## src/rtl/ssq_pkg.sv

```systemverilog
// Package: shared types for the stack sequencer.
// Holds the sequence kinds, the per-step control word and the flag bit
// positions. Assumes an 8-bit status byte with the usual bit layout.
package ssq_pkg;

    localparam int STEP_W = 3;     // enough for the five-step trap
    localparam int FLAG_MASK = 2;  // interrupt mask bit
    localparam int FLAG_BRK = 4;   // break marker in the pushed copy
    localparam int FLAG_ONE = 5;   // always-one bit in the pushed copy

    typedef enum logic [2:0] {
        K_BRK, K_IRQ, K_NMI, K_JSR, K_RTS, K_RTI
    } kind_e;

    typedef enum logic [1:0] {ACC_NONE, ACC_WR, ACC_RD} acc_e;
    typedef enum logic [1:0] {AD_PUSH, AD_POP, AD_VLO, AD_VHI} adr_e;
    typedef enum logic [1:0] {FL_PCH, FL_PCL, FL_STAT} fld_e;

    typedef struct packed {
        acc_e acc;
        adr_e adr;
        fld_e fld;
        logic last;
    } step_t;

endpackage

```

## src/rtl/ssq_select.sv

```systemverilog
// Module: ssq_select
// Picks the sequence to start from the request lines while the sequencer
// is idle. Priority is NMI, then unmasked IRQ, then a start with a known
// opcode. Purely combinational; the caller only uses it while idle.
module ssq_select
    import ssq_pkg::*;
#(
    parameter int DATA_W = 8,
    parameter logic [DATA_W-1:0] OPC_BRK = 8'h00,
    parameter logic [DATA_W-1:0] OPC_JSR = 8'h20,
    parameter logic [DATA_W-1:0] OPC_RTI = 8'h40,
    parameter logic [DATA_W-1:0] OPC_RTS = 8'h60
) (
    input  logic              start,
    input  logic [DATA_W-1:0] opcode,
    input  logic              irq_req,
    input  logic              nmi_req,
    input  logic              irq_mask,
    output logic              take,
    output kind_e             kind
);

    // Priority choice between interrupt lines and software requests.
    always_comb begin
        take = 1'b0;
        kind = K_BRK;
        if (nmi_req) begin
            take = 1'b1;
            kind = K_NMI;
        end else if (irq_req && !irq_mask) begin
            take = 1'b1;
            kind = K_IRQ;
        end else if (start) begin
            if (opcode == OPC_BRK) begin
                take = 1'b1;
                kind = K_BRK;
            end else if (opcode == OPC_JSR) begin
                take = 1'b1;
                kind = K_JSR;
            end else if (opcode == OPC_RTI) begin
                take = 1'b1;
                kind = K_RTI;
            end else if (opcode == OPC_RTS) begin
                take = 1'b1;
                kind = K_RTS;
            end
        end
    end

endmodule

```

## src/rtl/ssq_plan.sv

```systemverilog
// Module: ssq_plan
// Step table of the sequencer: for a kind and a step index it gives the
// access type, the address source, the byte field moved and whether the
// step is the last one. Out-of-range steps report "last" so a stray state
// ends the sequence.
module ssq_plan
    import ssq_pkg::*;
(
    input  kind_e             kind,
    input  logic [STEP_W-1:0] step,
    output step_t             ctl
);

    function automatic step_t mk(acc_e a, adr_e d, fld_e f, logic l);
        step_t s;
        s.acc  = a;
        s.adr  = d;
        s.fld  = f;
        s.last = l;
        return s;
    endfunction

    // Decode one step of the selected sequence.
    always_comb begin
        ctl = mk(ACC_NONE, AD_PUSH, FL_PCH, 1'b1);
        unique case (kind)
            K_BRK, K_IRQ, K_NMI: begin
                case (step)
                    3'd0: ctl = mk(ACC_WR, AD_PUSH, FL_PCH, 1'b0);
                    3'd1: ctl = mk(ACC_WR, AD_PUSH, FL_PCL, 1'b0);
                    3'd2: ctl = mk(ACC_WR, AD_PUSH, FL_STAT, 1'b0);
                    3'd3: ctl = mk(ACC_RD, AD_VLO, FL_PCL, 1'b0);
                    3'd4: ctl = mk(ACC_RD, AD_VHI, FL_PCH, 1'b1);
                    default: ;
                endcase
            end
            K_JSR: begin
                case (step)
                    3'd0: ctl = mk(ACC_WR, AD_PUSH, FL_PCH, 1'b0);
                    3'd1: ctl = mk(ACC_WR, AD_PUSH, FL_PCL, 1'b1);
                    default: ;
                endcase
            end
            K_RTS: begin
                case (step)
                    3'd0: ctl = mk(ACC_RD, AD_POP, FL_PCL, 1'b0);
                    3'd1: ctl = mk(ACC_RD, AD_POP, FL_PCH, 1'b1);
                    default: ;
                endcase
            end
            K_RTI: begin
                case (step)
                    3'd0: ctl = mk(ACC_RD, AD_POP, FL_STAT, 1'b0);
                    3'd1: ctl = mk(ACC_RD, AD_POP, FL_PCL, 1'b0);
                    3'd2: ctl = mk(ACC_RD, AD_POP, FL_PCH, 1'b1);
                    default: ;
                endcase
            end
            default: ;
        endcase
    end

endmodule

```

## src/rtl/stack_seq.sv

```systemverilog
// Module: stack_seq (top)
// Multi-cycle sequencer for the trap, call, return and interrupt stack
// traffic of an 8-bit core. It latches the core state when a request is
// taken, walks the step table with one memory access per cycle and then
// publishes the new PC, status and stack pointer with a done pulse.
// Assumes mem_rdata is valid in the same cycle as mem_addr and that the
// core drops a request once the sequence has started.
module stack_seq
    import ssq_pkg::*;
#(
    parameter int DATA_W = 8,
    parameter logic [DATA_W-1:0]   STACK_PAGE = 8'h01,
    parameter logic [2*DATA_W-1:0] VEC_NMI    = 16'hFFFA,
    parameter logic [2*DATA_W-1:0] VEC_TRAP   = 16'hFFFE,
    parameter logic [DATA_W-1:0]   OPC_BRK    = 8'h00,
    parameter logic [DATA_W-1:0]   OPC_JSR    = 8'h20,
    parameter logic [DATA_W-1:0]   OPC_RTI    = 8'h40,
    parameter logic [DATA_W-1:0]   OPC_RTS    = 8'h60
) (
    input  logic                clk,
    input  logic                rst_n,
    input  logic                start,
    input  logic [DATA_W-1:0]   opcode,
    input  logic                irq_req,
    input  logic                nmi_req,
    input  logic [2*DATA_W-1:0] pc_in,
    input  logic [DATA_W-1:0]   status_in,
    input  logic [DATA_W-1:0]   sp_in,
    input  logic [2*DATA_W-1:0] target_in,
    output logic [2*DATA_W-1:0] mem_addr,
    output logic                mem_wr,
    output logic                mem_rd,
    output logic [DATA_W-1:0]   mem_wdata,
    input  logic [DATA_W-1:0]   mem_rdata,
    output logic [2*DATA_W-1:0] pc_out,
    output logic [DATA_W-1:0]   status_out,
    output logic [DATA_W-1:0]   sp_out,
    output logic                done
);

    localparam int AW = 2 * DATA_W;

    logic              busy_q;
    kind_e             kind_q;
    logic [STEP_W-1:0] step_q;
    logic [DATA_W-1:0] sp_q, st_q, lo_q;
    logic [AW-1:0]     pc_q, tgt_q;

    logic              take;
    kind_e             take_kind;
    step_t             cur;

    logic [DATA_W-1:0] sp_up, sp_dn, sp_nx, push_stat;
    logic [AW-1:0]     vec_base, pc_fin;
    logic [DATA_W-1:0] stat_fin;
    logic              is_trap;

    ssq_select #(
        .DATA_W (DATA_W),
        .OPC_BRK(OPC_BRK),
        .OPC_JSR(OPC_JSR),
        .OPC_RTI(OPC_RTI),
        .OPC_RTS(OPC_RTS)
    ) u_sel (
        .start   (start),
        .opcode  (opcode),
        .irq_req (irq_req),
        .nmi_req (nmi_req),
        .irq_mask(status_in[FLAG_MASK]),
        .take    (take),
        .kind    (take_kind)
    );

    ssq_plan u_plan (
        .kind(kind_q),
        .step(step_q),
        .ctl (cur)
    );

    // Stack pointer neighbours and the pointer after the current step.
    always_comb begin
        sp_up = sp_q + 1'b1;
        sp_dn = sp_q - 1'b1;
        sp_nx = sp_q;
        if (busy_q && cur.acc != ACC_NONE) begin
            if (cur.adr == AD_PUSH) sp_nx = sp_dn;
            if (cur.adr == AD_POP)  sp_nx = sp_up;
        end
    end

    // Memory address from the step's address source.
    always_comb begin
        vec_base = (kind_q == K_NMI) ? VEC_NMI : VEC_TRAP;
        unique case (cur.adr)
            AD_PUSH: mem_addr = {STACK_PAGE, sp_q};
            AD_POP:  mem_addr = {STACK_PAGE, sp_up};
            AD_VLO:  mem_addr = vec_base;
            default: mem_addr = vec_base + 1'b1;
        endcase
    end

    // Strobes and write data for the current step.
    always_comb begin
        mem_wr = busy_q && (cur.acc == ACC_WR);
        mem_rd = busy_q && (cur.acc == ACC_RD);
        push_stat = st_q;
        push_stat[FLAG_ONE] = 1'b1;
        push_stat[FLAG_BRK] = (kind_q == K_BRK);
        unique case (cur.fld)
            FL_PCH:  mem_wdata = pc_q[AW-1:DATA_W];
            FL_PCL:  mem_wdata = pc_q[DATA_W-1:0];
            default: mem_wdata = push_stat;
        endcase
    end

    // Results published when the last step completes.
    always_comb begin
        is_trap = (kind_q == K_BRK) || (kind_q == K_IRQ) || (kind_q == K_NMI);
        if (kind_q == K_JSR)
            pc_fin = tgt_q;
        else
            pc_fin = {mem_rdata, lo_q} + {{(AW-1){1'b0}}, (kind_q == K_RTS)};
        stat_fin = st_q;
        if (is_trap) stat_fin[FLAG_MASK] = 1'b1;
    end

    // Sequencer state: accept when idle, advance one step per cycle.
    always_ff @(posedge clk) begin
        if (!rst_n) begin
            busy_q     <= 1'b0;
            kind_q     <= K_BRK;
            step_q     <= '0;
            sp_q       <= '0;
            st_q       <= '0;
            lo_q       <= '0;
            pc_q       <= '0;
            tgt_q      <= '0;
            pc_out     <= '0;
            status_out <= '0;
            sp_out     <= '0;
            done       <= 1'b0;
        end else begin
            done <= 1'b0;
            if (!busy_q) begin
                if (take) begin
                    busy_q <= 1'b1;
                    kind_q <= take_kind;
                    step_q <= '0;
                    sp_q   <= sp_in;
                    st_q   <= status_in;
                    tgt_q  <= target_in;
                    pc_q   <= (take_kind == K_JSR) ? pc_in - 1'b1 : pc_in;
                end
            end else begin
                sp_q   <= sp_nx;
                step_q <= step_q + 1'b1;
                if (cur.acc == ACC_RD) begin
                    if (cur.fld == FL_STAT) st_q <= mem_rdata;
                    if (cur.fld == FL_PCL)  lo_q <= mem_rdata;
                end
                if (cur.last) begin
                    busy_q     <= 1'b0;
                    done       <= 1'b1;
                    pc_out     <= pc_fin;
                    status_out <= stat_fin;
                    sp_out     <= sp_nx;
                end
            end
        end
    end

    // ---------------- assertions ----------------
    p_one_access_r10: assert property (@(posedge clk) disable iff (!rst_n)
        !(mem_wr && mem_rd));

    p_done_pulse_r10: assert property (@(posedge clk) disable iff (!rst_n)
        done |=> !done);

    p_stack_page_r9: assert property (@(posedge clk) disable iff (!rst_n)
        mem_wr |-> mem_addr[AW-1:DATA_W] == STACK_PAGE);

    p_push_descend_r2: assert property (@(posedge clk) disable iff (!rst_n)
        (mem_wr && $past(mem_wr)) |->
            mem_addr[DATA_W-1:0] == $past(mem_addr[DATA_W-1:0]) - 1'b1);

    p_pop_ascend_r8: assert property (@(posedge clk) disable iff (!rst_n)
        (mem_rd && $past(mem_rd) && mem_addr[AW-1:DATA_W] == STACK_PAGE
         && $past(mem_addr[AW-1:DATA_W]) == STACK_PAGE) |->
            mem_addr[DATA_W-1:0] == $past(mem_addr[DATA_W-1:0]) + 1'b1);

    p_nmi_first_r5: assert property (@(posedge clk) disable iff (!rst_n)
        (!busy_q && nmi_req) |=> (busy_q && kind_q == K_NMI));

    p_irq_masked_r5: assert property (@(posedge clk) disable iff (!rst_n)
        (!busy_q && irq_req && status_in[FLAG_MASK] && !nmi_req && !start)
            |=> !busy_q);

    p_hold_kind_r11: assert property (@(posedge clk) disable iff (!rst_n)
        (busy_q && $past(busy_q)) |-> kind_q == $past(kind_q));

endmodule

```

## config.mk

```make
export PLATFORM = sky130hd
export DESIGN_NAME = stack_seq
export DESIGN_NICKNAME = d
export VERILOG_FILES = /design/src/rtl/ssq_pkg.sv /design/src/rtl/ssq_select.sv /design/src/rtl/ssq_plan.sv /design/src/rtl/stack_seq.sv
export SDC_FILE = /design/constraint.sdc
export NUM_CORES = 1
export LEC_CHECK = 0
export CAP_MARGIN = 30
export CORE_UTILIZATION = 54
export CTS_CLUSTER_SIZE = 12
export DETAILED_ROUTE_END_ITERATION = 16
export PLACE_DENSITY = 0.87
export SLEW_MARGIN = 10
export SYNTH_ARGS = -nofsm -noshare
export SYNTH_HDL_FRONTEND = slang
export SYNTH_HIERARCHICAL = 1
export SYNTH_SLANG_ARGS = --single-unit
```

## constraint.sdc

```tcl
create_clock -name clk -period 7.4 [get_ports clk]
set_clock_uncertainty 0.1 [all_clocks]
set_input_delay 1.48 -clock clk [delete_from_list [all_inputs] [get_ports clk]]
set_output_delay 1.48 -clock clk [all_outputs]
set_load 0.02 [all_outputs]
```

==> run summary <==
EDFF count, synth: 0
Post-route DRC violation count: 0
Post-route cell area: 6559 um2
CP max-delay cell: clkdlybuf4s50_1
GRT Total Usage: 28.83%
First-pass GRT wire length: 22,650 um
Cell Chain, Critical Path: or3b_4 -> a211oi_2 -> a211o_1 -> nand3_1 -> nor3_1 -> xnor2_1 -> nand2_1 -> clkdlybuf4s50_1
Die area: 9825 um2
Synth Area per Inst: 7.873 um2
Final worst path period need: 4.777 ns
Max clock buf depth: 2
Worst setup SP type: register
Share of cells above drive strength 1: 6.183%
CTS clk-pin slew, worst paths: 0.09 ns
Status: complete, no violations
Top cell type's share of synthesized area: 37.73%
Largest net degree at the start of global routing: 40
Area grow syn2layout: 28.76%
Fin crit share: 64.55%
Cts hold-fix bufs: 0
Max Cap Viol: 0
Final Power: 1.152 mW
Ant. Diodes: 0
Aggregate negative setup slack: 0 ns
Hold Path Cell Cnt: 2
Post-layout util: 71.32%
Power Density: 175.6 nW/um2
R2R cell count: 8
Count leader, synth: dfxtp_1
TritonRoute pass-1 iters: 5
Ys flop type: dfxtp_1
Vias per cell: 5.847
Worst-Skew Late Latency: 0.37 ns
DR WL/cell: 16.27 um
Worst vdd ir: 108.2 uV
Final Setup Violations: 0
Nets: 814
Num CTS Buffers: 9
CP Data Arrival Time: 3.20 ns
Initial Utilization: 55.39%
Site row count: 35
Post-synth ARST share: 0%
Chip height: 99.12 um
DP Area: 6319 um2
Critical Path Fanout Max: 13
Total grt overflow: 0
Synthesized Nets: 722
Vias in the first global route: 4,770
Worst R2R Setup Slack: 4.55 ns
Largest stage delay, worst path: 0.61 ns
Routability congestion estimate: 0.9096
Most common library cells after synthesis: dfxtp_1 (96), nand2_1 (90), a21oi_1 (64), nor2_1 (52), clkbuf_1 (43)
Max Clock Freq: 209.3 MHz
Worst flop-to-flop path startpoint: step_q[2]$_SDFFE_PN0P_
H-tree Lvls: 3
Max_slew headroom: 41.05%
Synthesized cell area: 5094 um2
DRT antenna net count: 0
Final Hold Vio Count: 0
Vias: 4,999
Io pins: 128
Postcts setup bufs: 0
Synth area leader: dfxtp_1
1st-iter DRT viols: 283
Final-report max-slew violation count: 0
PortBufs: 126
Clock sink count: 96
Critical path required time: 5.82 ns
Hold path start: tgt_q[12]$_SDFFE_PN0P_
Core footprint: 9196 um2
Initial antenna violation count: 0
Dpl cells: 835
Slew at the pin closest to its max-slew limit: 0.8822 ns
RSZ-0062 raised after global routing: no
Dpl hpwl: 10,020 um
CTS tree: yes
Yosys cell types: 62
Flip-flop and latch count after synthesis: 96
Layout Cells excl Fill: 855
WHS Endpoint: tgt_q[12]$_SDFFE_PN0P_
Post-Syn Instances: 647
Worst hold path class: register to register
Post-CTS sizing: 0
Crit Path Class: register to output port
CP Capture Type: output port
Sequential share of the synthesized area: 37.73%
Synth warnings: 6
Die Wd: 99.12 um
Final wirelength: 13,910 um
Critical R2R Capture: sp_q[7]$_SDFFE_PN0P_
Root Driver: clkbuf_8
Leak: 2.389 nW
Area contributors post-synth: dfxtp_1 (38%), nand2_1 (6.6%), a21oi_1 (6.3%), mux2i_1 (4.9%), xnor2_1 (4.6%)
[layer usage]
layer,vias up,part of all wire (%),wire length [um],global-route usage [%]
met3,29,5.9,819,4.076
met4,0,2.3,318,10.97
met2,184,47,6603,49.54
met1,2369,44,6164,36.87
met5,-,0,0,0
li1,2417,-,-,-
[worst max-delay path by stage]
stage	from	to	slack [ns]
after global placement	opcode[2]	st_q[5]$_SDFFE_PN0P_	2.15
final	step_q[2]$_SDFFE_PN0P_	mem_addr[7]	2.62
after global routing	step_q[2]$_SDFFE_PN0P_	mem_addr[7]	2.47
after detailed placement	opcode[2]	st_q[1]$_SDFFE_PN0P_	1.91
after CTS	opcode[2]	st_q[1]$_SDFFE_PN0P_	2.26
after floorplan	opcode[2]	pc_q[7]$_SDFFE_PN0P_	3.48
[sequential cells by signal, summed over array words and instances, names as in the netlist, 3 cells and up]
signal      count
tgt_q          16
kind_q          3
step_q          3
st_q            8
pc_out         16
sp_out          8
status_out      8
sp_q            8
pc_q           16
lo_q            8
[cell type report]
type | count | area (um2)
Sequential cell | 96 | 1922
Timing Repair Buffer | 138 | 1369
Tap cell | 111 | 138.9
Clock inverter | 6 | 67.56
Multi-Input combinational cell | 480 | 2872
Fill cell | 739 | 2638
Clock buffer | 10 | 137.6
Inverter | 14 | 52.55
[report_power, final]
| part | internal, mW | switching, mW | leakage (nW) | total, mW |
|---|---|---|---|---|
| Combinational | 0.112 | 0.115 | 1.51 | 0.226 |
| Clock | 0.167 | 0.192 | 0.0989 | 0.359 |
| Sequential | 0.541 | 0.0257 | 0.784 | 0.567 |
[placed cells by master (no fill, tap or decap), types with 3 or more instances in the layout]
cell type          n
clkdlybuf4s50_1  126
dfxtp_1           96
nand2_1           90
a21oi_1           64
nor2_1            52
o21ai_0           38
xnor2_1           27
mux2i_1           25
nand3_1           22
a211oi_1          21
nor3_1            16
xor2_1            16
inv_1             12
and3_1            11
clkbuf_8          10
buf_4              9
nand2b_1           8
nor2b_1            6
or2_2              6
o22ai_1            6
ha_1               6
a31oi_1            5
nor3b_1            4
nand4_1            3
or4_1              3
o21a_1             3
a21o_1             3
nor4_1             3
nand3b_1           3
[worst max-delay path, delay by kind of cell, from the launching register on]
kind,cells,cell delay (ns)
simple gates,4,0.98
compound gates,2,0.61
buf+inv,1,0.61
flops,1,0.53
xor+xnor,1,0.10
[metrics by stage]
step / hold WS (ns) / setup slack [ns]
after floorplan: 0.3319 / 3.476
after global placement: 0.3393 / 2.155
after detailed placement: 0.3450 / 1.909
after CTS: 0.3574 / 2.255
after global routing: 0.3827 / 2.474
final: 0.3567 / 2.623
[logic make-up (layout without fill, tap and decap cells)]
| logic type | count (synthesis) | after routing | share of synthesized area, % |
|---|---|---|---|
| other | 1 | 1 | 0.07362 |
| multiplexers | 26 | 26 | 5.134 |
| AND/OR/NAND/NOR | 242 | 242 | 23.02 |
| buffers and inverters | 71 | 168 | 6.042 |
| flip-flops | 96 | 96 | 37.73 |
| adder cells (fa/ha/maj) | 6 | 6 | 1.474 |
| XOR/XNOR | 43 | 43 | 7.394 |
| AO/OA/AOI/OAI | 162 | 162 | 19.14 |
Power figures use the tool's default switching activity.
